===== config.mk =====
export PLATFORM = sky130hd
export DESIGN_NAME = notch_cell
export DESIGN_NICKNAME = d
export VERILOG_FILES = /design/src/rtl/notch_pkg.sv /design/src/rtl/notch_shift_scale.sv /design/src/rtl/notch_coef_mult.sv /design/src/rtl/notch_ctrl.sv /design/src/rtl/notch_datapath.sv /design/src/rtl/notch_cell.sv
export SDC_FILE = /design/constraint.sdc
export NUM_CORES = 2
export LEC_CHECK = 0
export BUFFER_PORTS_ARGS = -buffer_cell sky130_fd_sc_hd__buf_2
export CAP_MARGIN = 20
export CORE_MARGIN = 4
export CORE_UTILIZATION = 45
export DETAILED_ROUTE_END_ITERATION = 10
export PLACE_DENSITY = 0.62
export SETUP_SLACK_MARGIN = 0.5
export SLEW_MARGIN = 15
export SYNTH_ARGS = -nofsm -noshare
export SYNTH_HDL_FRONTEND = slang
export SYNTH_SLANG_ARGS = --single-unit

===== constraint.sdc =====
create_clock -name clk -period 12.6 [get_ports clk]
set_clock_uncertainty 0.1 [all_clocks]
set_input_delay 2.52 -clock clk [delete_from_list [all_inputs] [get_ports clk]]
set_output_delay 2.52 -clock clk [all_outputs]
set_load 0.1 [all_outputs]

===== src/rtl/notch_pkg.sv =====
package notch_pkg;

  // strobes from the control to the datapath
  typedef struct packed {
    logic clearAll;
    logic stateEn;
    logic outEn;
  } cellCtrl_t;

endpackage


===== src/rtl/notch_shift_scale.sv =====
// Multiplier-free scaling: either x*2^-SHIFT or x*(1-2^-SHIFT)
module notch_shift_scale #(
  parameter int W        = 32,
  parameter int SHIFT    = 4,
  parameter bit SUBTRACT = 1'b0
) (
  input  logic signed [W-1:0] valIn,
  output logic signed [W-1:0] valOut
);

  generate
    if (SUBTRACT) begin : g_sub
      assign valOut = valIn - (valIn >>> SHIFT);
    end else begin : g_shift
      assign valOut = valIn >>> SHIFT;
    end
  endgenerate

endmodule


===== src/rtl/notch_coef_mult.sv =====
// Signed data times signed fixed-point coefficient, fraction truncated
module notch_coef_mult #(
  parameter int ACC_W  = 32,
  parameter int COEF_W = 18,
  parameter int FRAC_W = 16
) (
  input  logic signed [ACC_W-1:0]  dataIn,
  input  logic signed [COEF_W-1:0] coefIn,
  output logic signed [ACC_W-1:0]  prodOut
);

  localparam int PROD_W = ACC_W + COEF_W;

  logic signed [PROD_W-1:0] fullProd;
  logic unusedProdBits;

  assign fullProd = PROD_W'(dataIn) * PROD_W'(coefIn);
  assign prodOut  = fullProd[FRAC_W +: ACC_W];
  assign unusedProdBits = ^{fullProd[FRAC_W-1:0], fullProd[PROD_W-1:FRAC_W+ACC_W]};

endmodule


===== src/rtl/notch_ctrl.sv =====
module notch_ctrl
  import notch_pkg::*;
(
  input  logic      clk,
  input  logic      rst,
  input  logic      inValid,
  output cellCtrl_t ctrl,
  output logic      outValid
);

  logic validQ;

  always_comb begin
    ctrl.clearAll = rst;
    ctrl.stateEn  = inValid & ~rst;
    ctrl.outEn    = inValid & ~rst;
  end

  always_ff @(posedge clk) begin
    if (rst) validQ <= 1'b0;
    else     validQ <= inValid;
  end

  assign outValid = validQ;

endmodule


===== src/rtl/notch_datapath.sv =====
module notch_datapath
  import notch_pkg::*;
#(
  parameter int SAMPLE_W = 12,
  parameter int COEF_W   = 18,
  parameter int FRAC_W   = 16,
  parameter int GUARD_W  = 3,
  parameter int B0_SHIFT = 4,
  parameter int A2_SHIFT = 4,
  localparam int DATA_W  = SAMPLE_W + FRAC_W + 1
) (
  input  logic                clk,
  input  cellCtrl_t           ctrl,
  input  logic [SAMPLE_W-1:0] sampleIn,
  input  logic [COEF_W-1:0]   coefIn,
  output logic [DATA_W-1:0]   bandOut,
  output logic [DATA_W-1:0]   notchOut
);

  localparam int ACC_W = DATA_W + GUARD_W;
  localparam int EXT_W = ACC_W - SAMPLE_W - FRAC_W;

  logic signed [ACC_W-1:0] xWide, bxScaled, yNow, a1Term, a2Term;
  logic signed [ACC_W-1:0] s1Q, s2Q, s1Next, s2Next, notchWide;
  logic [DATA_W-1:0] bandQ, notchQ;
  logic unusedHighBits;

  assign xWide = {{EXT_W{sampleIn[SAMPLE_W-1]}}, sampleIn, {FRAC_W{1'b0}}};

  notch_shift_scale #(.W(ACC_W), .SHIFT(B0_SHIFT), .SUBTRACT(1'b0)) b0_i (
    .valIn (xWide),
    .valOut(bxScaled)
  );

  assign yNow = bxScaled + s1Q;

  notch_coef_mult #(.ACC_W(ACC_W), .COEF_W(COEF_W), .FRAC_W(FRAC_W)) a1_i (
    .dataIn (yNow),
    .coefIn ($signed(coefIn)),
    .prodOut(a1Term)
  );

  notch_shift_scale #(.W(ACC_W), .SHIFT(A2_SHIFT), .SUBTRACT(1'b1)) a2_i (
    .valIn (yNow),
    .valOut(a2Term)
  );

  assign s1Next    = s2Q - a1Term;
  assign s2Next    = -bxScaled - a2Term;
  assign notchWide = xWide - yNow;
  assign unusedHighBits = ^{yNow[ACC_W-1:DATA_W], notchWide[ACC_W-1:DATA_W]};

  always_ff @(posedge clk) begin
    if (ctrl.clearAll) begin
      s1Q    <= '0;
      s2Q    <= '0;
      bandQ  <= '0;
      notchQ <= '0;
    end else begin
      if (ctrl.stateEn) begin
        s1Q <= s1Next;
        s2Q <= s2Next;
      end
      if (ctrl.outEn) begin
        bandQ  <= yNow[DATA_W-1:0];
        notchQ <= notchWide[DATA_W-1:0];
      end
    end
  end

  assign bandOut  = bandQ;
  assign notchOut = notchQ;

endmodule


===== src/rtl/notch_cell.sv =====
module notch_cell
  import notch_pkg::*;
#(
  parameter int SAMPLE_W = 12,
  parameter int COEF_W   = 18,
  parameter int FRAC_W   = 16,
  parameter int GUARD_W  = 3,
  parameter int B0_SHIFT = 4,
  parameter int A2_SHIFT = 4,
  localparam int DATA_W  = SAMPLE_W + FRAC_W + 1
) (
  input  logic                clk,
  input  logic                rst,
  input  logic                inValid,
  input  logic [SAMPLE_W-1:0] inSample,
  input  logic [COEF_W-1:0]   coefA1,
  output logic                outValid,
  output logic [DATA_W-1:0]   bandOut,
  output logic [DATA_W-1:0]   notchOut
);

  cellCtrl_t ctrl;

  notch_ctrl ctrl_i (
    .clk     (clk),
    .rst     (rst),
    .inValid (inValid),
    .ctrl    (ctrl),
    .outValid(outValid)
  );

  notch_datapath #(
    .SAMPLE_W(SAMPLE_W), .COEF_W(COEF_W), .FRAC_W(FRAC_W),
    .GUARD_W(GUARD_W), .B0_SHIFT(B0_SHIFT), .A2_SHIFT(A2_SHIFT)
  ) dp_i (
    .clk     (clk),
    .ctrl    (ctrl),
    .sampleIn(inSample),
    .coefIn  (coefA1),
    .bandOut (bandOut),
    .notchOut(notchOut)
  );

endmodule


# Word-level counts from Yosys, hierarchy flattened

Cells that the tools add are included.

Bits in registers: 123
Bits in latches: 0
Bits in writable memories: 0
Bits in read-only memories: 0
Input port bits: 33
Output and inout bits: 59
Memories: 0

$add $sub $neg: 6
Multipliers: 1
Div/mod/pow operators: 0
Order comparisons: 0
Equality and inequality tests: 0
Shift-type cells: 0
Mux-type cells: 0
Bitwise operators: 2
Reduce and logical (&&, ||, !) cells: 0

Operators with widths:

| cell                         | number |
|---|---|
| subtractor 32 bit            | 2 |
| multiplier 32 x 18 -> 48 bit | 1 |
| adder 24 x 32 -> 32 bit      | 1 |
| negator 24 -> 32 bit         | 1 |
| subtractor 32 x 28 -> 32 bit | 1 |
| subtractor 28 x 29 -> 29 bit | 1 |
| AND 1 bit                    | 1 |
| inverter 1 bit               | 1 |

# Logic depth before layout (Yosys ltp)

Depth after elaboration: 3
Mapped depth: 45

# Cells and area by module

Synthesis repeated with hierarchy kept, for this count alone.

Cells, all modules: 3762
Area total of the unflattened synthesis: 31823.0 um2

By module, submodules not included:

| module                        | instances | cells each | area an instance (um2) | seq. area each (um2) |
|---|---|---|---|---|
| notch_coef_mult               | 1         | 2118       | 18814.3                | 0.0 |
| notch_datapath                | 1         | 1319       | 10769.1                | 2422.3 |
| notch_shift_scale (dp_i.a2_i) | 1         | 288        | 1951.9                 | 0.0 |
| notch_shift_scale (dp_i.b0_i) | 1         | 32         | 240.2                  | 0.0 |
| notch_ctrl                    | 1         | 5          | 47.5                   | 20.0 |

# Least setup slack after synthesis

No wires, ideal clock.

Kind: in2reg
Start: in inSample[0]
End: reg dp_i.s1Q[31]
Arrival: 11.841 ns
Data required time: 12.430 ns
Path slack: 0.588 ns
Stages: 40
Buffers on the path: 1
Path through: ha_1 -> fa_1 -> a21o_1 -> a31oi_2 -> a211oi_1 -> a211o_1 -> and3_4 -> nor3_1 -> clkbuf_1 -> nand2_1 -> fa_1 -> fa_1 -> fa_1 -> inv_1 -> fa_1 -> fa_1 -> inv_1 -> fa_1 -> [4 not listed] -> a41oi_1 -> or2_2 -> o22ai_1 -> or2_2 -> o21ai_0 -> nor2b_1 -> o21bai_1 -> a21oi_1 -> xor2_1 -> ha_1 -> and2_1 -> and4_1 -> o21ai_0 -> a21oi_1 -> o41a_1 -> o211ai_1 -> nand3b_1 -> a21oi_1

Longest elaborated chain between the ends: 3

RTL lines:

| element                      | RTL line              | source |
|---|---|---|
| from (decl)                  | notch_cell.sv:15      | `input logic [SAMPLE_W-1:0] inSample,` |
| adder 24 x 32 -> 32 bit      | notch_datapath.sv:35  | `assign yNow = bxScaled + s1Q;` |
| multiplier 32 x 18 -> 48 bit | notch_coef_mult.sv:17 | `assign fullProd = PROD_W'(dataIn) * PROD_W'(coefIn);` |
| subtractor 32 bit            | notch_datapath.sv:48  | `assign s1Next = s2Q - a1Term;` |
| to (signal assigned)         | notch_datapath.sv:61  | `s1Q <= s1Next;` |
| to (decl)                    | notch_datapath.sv:24  | `logic signed [ACC_W-1:0] s1Q, s2Q, s1Next, s2Next, notchWide;` |

Every way passes these cells.
A chain may end at the register's enable or synchronous reset.

# Final worst setup path

Same ends and word-level chain as after synthesis.

==> reports/results.ini <==
[floorplan]
die_h_um = 260
start_util_pct = 45.8
core_um2 = 62200
ioPinCount = 92
dieArea_um2 = 67400
die_w_um = 260
row_count = 91

[worst_hold_path]
worstHoldPathCells = 2
worstHoldStart = dp_i.notchOut[4]
hold_path_end = dp_i.notchOut[4]
hold_class = reg2reg

[logic_synthesis]
synthArstFlopShare_pct = 0
synthCells = 3256
syn-num-nets = 4068
ys_types = 71
syn_area_um2 = 28500
synth_area_per_cell_um2 = 8.74
synth_flop_cell = dfxtp_1
seq_area_frac_synth_pct = 8.58
yosysWarnings = 0
synth_edf_count = 0
synth-seq-cells = 122

[routing]
route.antenna.remaining_nets = 0
routed_wl_um = 78700
wl_per_cell_um = 18.9
firstDrtPassIters = 5
vias = 21900
avgViaCountPerCell = 5.26
drtIter0Drc = 1264
remaining_drc_errors = 0

[finish]
area_growth_pct = 9.25
final.fill_count = 6046
drive_above_1_share_pct = 8.59
stdcell_count = 4167
utilization_pct = 50.0
multiInputGateArea_um2 = 23300
final_nets = 4127
final_cell_mix = inv_1 (661), fa_1 (558), nand2_1 (377), and2_1 (248), ha_1 (217)
layout_commonest_cell = inv_1
seq_area_um2 = 2440

[placed_design]
place_congestion = 0.933
place_ws_ns = 0.00100
port_buffers = 91
placed_cells = 4130
dp_hpwl_um = 63000

[worst_setup_path]
worstSetupPathType = in2reg
required_ns = 12.86
arrival_ns = 11.94
path_common_cell = fa_1
slowest_delay_ns = 0.53
crit_slowest_cell = fa_1
r2r_start = dp_i.s1Q[13]
end_kind = flop
reg2reg_slack_ns = 2.78
r2r-end = dp_i.s1Q[31]
crit_path_max_fanout = 5
worstRegToRegCells = 41
cp-start-kind = input pin

[sta]
hold_viol_final = 0
tightest_slew_ns = 0.988
max_clock_freq_ghz = 0.0856
finalSetupViolCount = 0
timing.final.ws_setup_ns = 0.922
finalSetupTns_ns = 0
grt_setup_unrepaired = no
period_needed_ns = 11.68
maxSlewViolCount = 0
max-slew-margin-rel_pct = 34.1
fin_crit_sh_pct = 92.7

[clock_tree]
ctsHoldBuffers = 0
cts.clk_slew.worst_paths_ns = 0.06
cts_buffer_depth = 2
htree_levels = 4
cts_buffers = 17
tritoncts = done
clk_latency_ns = 0.44
cts_sinks = 122
clockRootBuffer = clkbuf_16

[job]
drv_cap = 0

[global_route]
grt_pass1_vias = 23000
overflow = 0
grt_pass1_wl_um = 128000
antenna_found_initial = 1
grt.total_usage_pct = 24.2
grt_max_degree = 72

[outcome]
outcome = finished clean

## synth_stat cells, types with 45 or more instances
| library cell | instances | area [µm²] |
|---|---|---|
| xnor2_1 | 84 | 736 |
| nor2_1 | 178 | 668 |
| and2_1 | 248 | 1550 |
| clkbuf_1 | 138 | 518 |
| o21ai_0 | 61 | 305 |
| dfxtp_1 | 122 | 2440 |
| a21oi_1 | 99 | 495 |
| nand2_1 | 378 | 1420 |
| ha_1 | 220 | 2750 |
| inv_1 | 661 | 2480 |
| fa_1 | 559 | 11200 |
| xor2_1 | 45 | 394 |
| mux2i_1 | 88 | 881 |
## stage by stage
| step | hold slack, ns | area [µm²] |
|---|---|---|
| CTS | 0.376 | 30900 |
| finish | 0.378 | 31100 |
| global placement | 0.355 | 30300 |
| floorplan | 0.329 | 28500 |
| detailed placement | 0.363 | 30300 |
| global route | 0.398 | 31100 |
## flip-flops by register name, summed over array words and instances (netlist names)
| name | count |
|---|---|
| ctrl_i.outValid | 1 |
| dp_i.s1Q | 32 |
| dp_i.notchOut | 29 |
| dp_i.bandOut | 28 |
| dp_i.s2Q | 32 |
## final cells by class
| cell class | count | share of cell area [%] |
|---|---|---|
| sequential | 122 | 7.85 |
| multi-input combinational | 2322 | 74.9 |
| clock buffer | 17 | 1.37 |
| tap | 837 | 3.37 |
| inverter | 661 | 7.98 |
| clock inverter | 15 | 0.446 |
| timing repair buffer | 191 | 4.08 |
| antenna | 2 | 0.0161 |
## layer usage
layer / routed length (µm) / global-route usage, % / vias to the layer above / share of wire (%)
li1: - / - / 10100 / -
met1: 33100 / 31.6 / 11100 / 42
met2: 38600 / 41.4 / 620 / 49
met3: 4150 / 3.41 / 132 / 5.3
met4: 2820 / 8.03 / 0 / 3.6
met5: 0 / 0 / - / 0
## worst max-delay path: cells and delay by family
family	cells	cell delay, ns
buffers and inverters	5	0.33
AO/OA/AOI/OAI	16	2.92
adder cells (fa/ha/maj)	10	4.09
AND/OR/NAND/NOR	9	1.77
XOR/XNOR	2	0.30
## how the worst max path moves through the flow
stage	cells past startpoint	from	slack, ns	end
after global placement	42	inSample[0]	0.14	dp_i.s1Q[31]
after floorplan	40	inSample[0]	0.59	dp_i.s1Q[31]
final	42	inSample[0]	0.92	dp_i.s1Q[31]
after detailed placement	42	inSample[0]	0.001	dp_i.s1Q[31]
after CTS	43	inSample[0]	0.53	dp_i.s1Q[31]
after global routing	43	inSample[1]	0.45	dp_i.s1Q[31]
## cell families after synthesis
logic type	Yosys count	share of synthesized area (%)
flops	122	8.58
xor+xnor	130	4.05
mux	90	3.17
fa+ha+maj	779	49.0
compound gates	354	8.09
buf+inv	812	10.7
simple gates	969	16.4
## repair_timing
action | 4_1_cts | 5_1_grt
hold endpoints to repair | 0 | 0
resized for setup | 5 | 44
endpoints found under the setup margin | 2 | 11
setup buffers | 0 | 3
pin swaps | 1 | 10
Power is left out: the tool's default activity adds up to more than one toggle a clock period on the data nets, which glitch-free logic cannot reach.
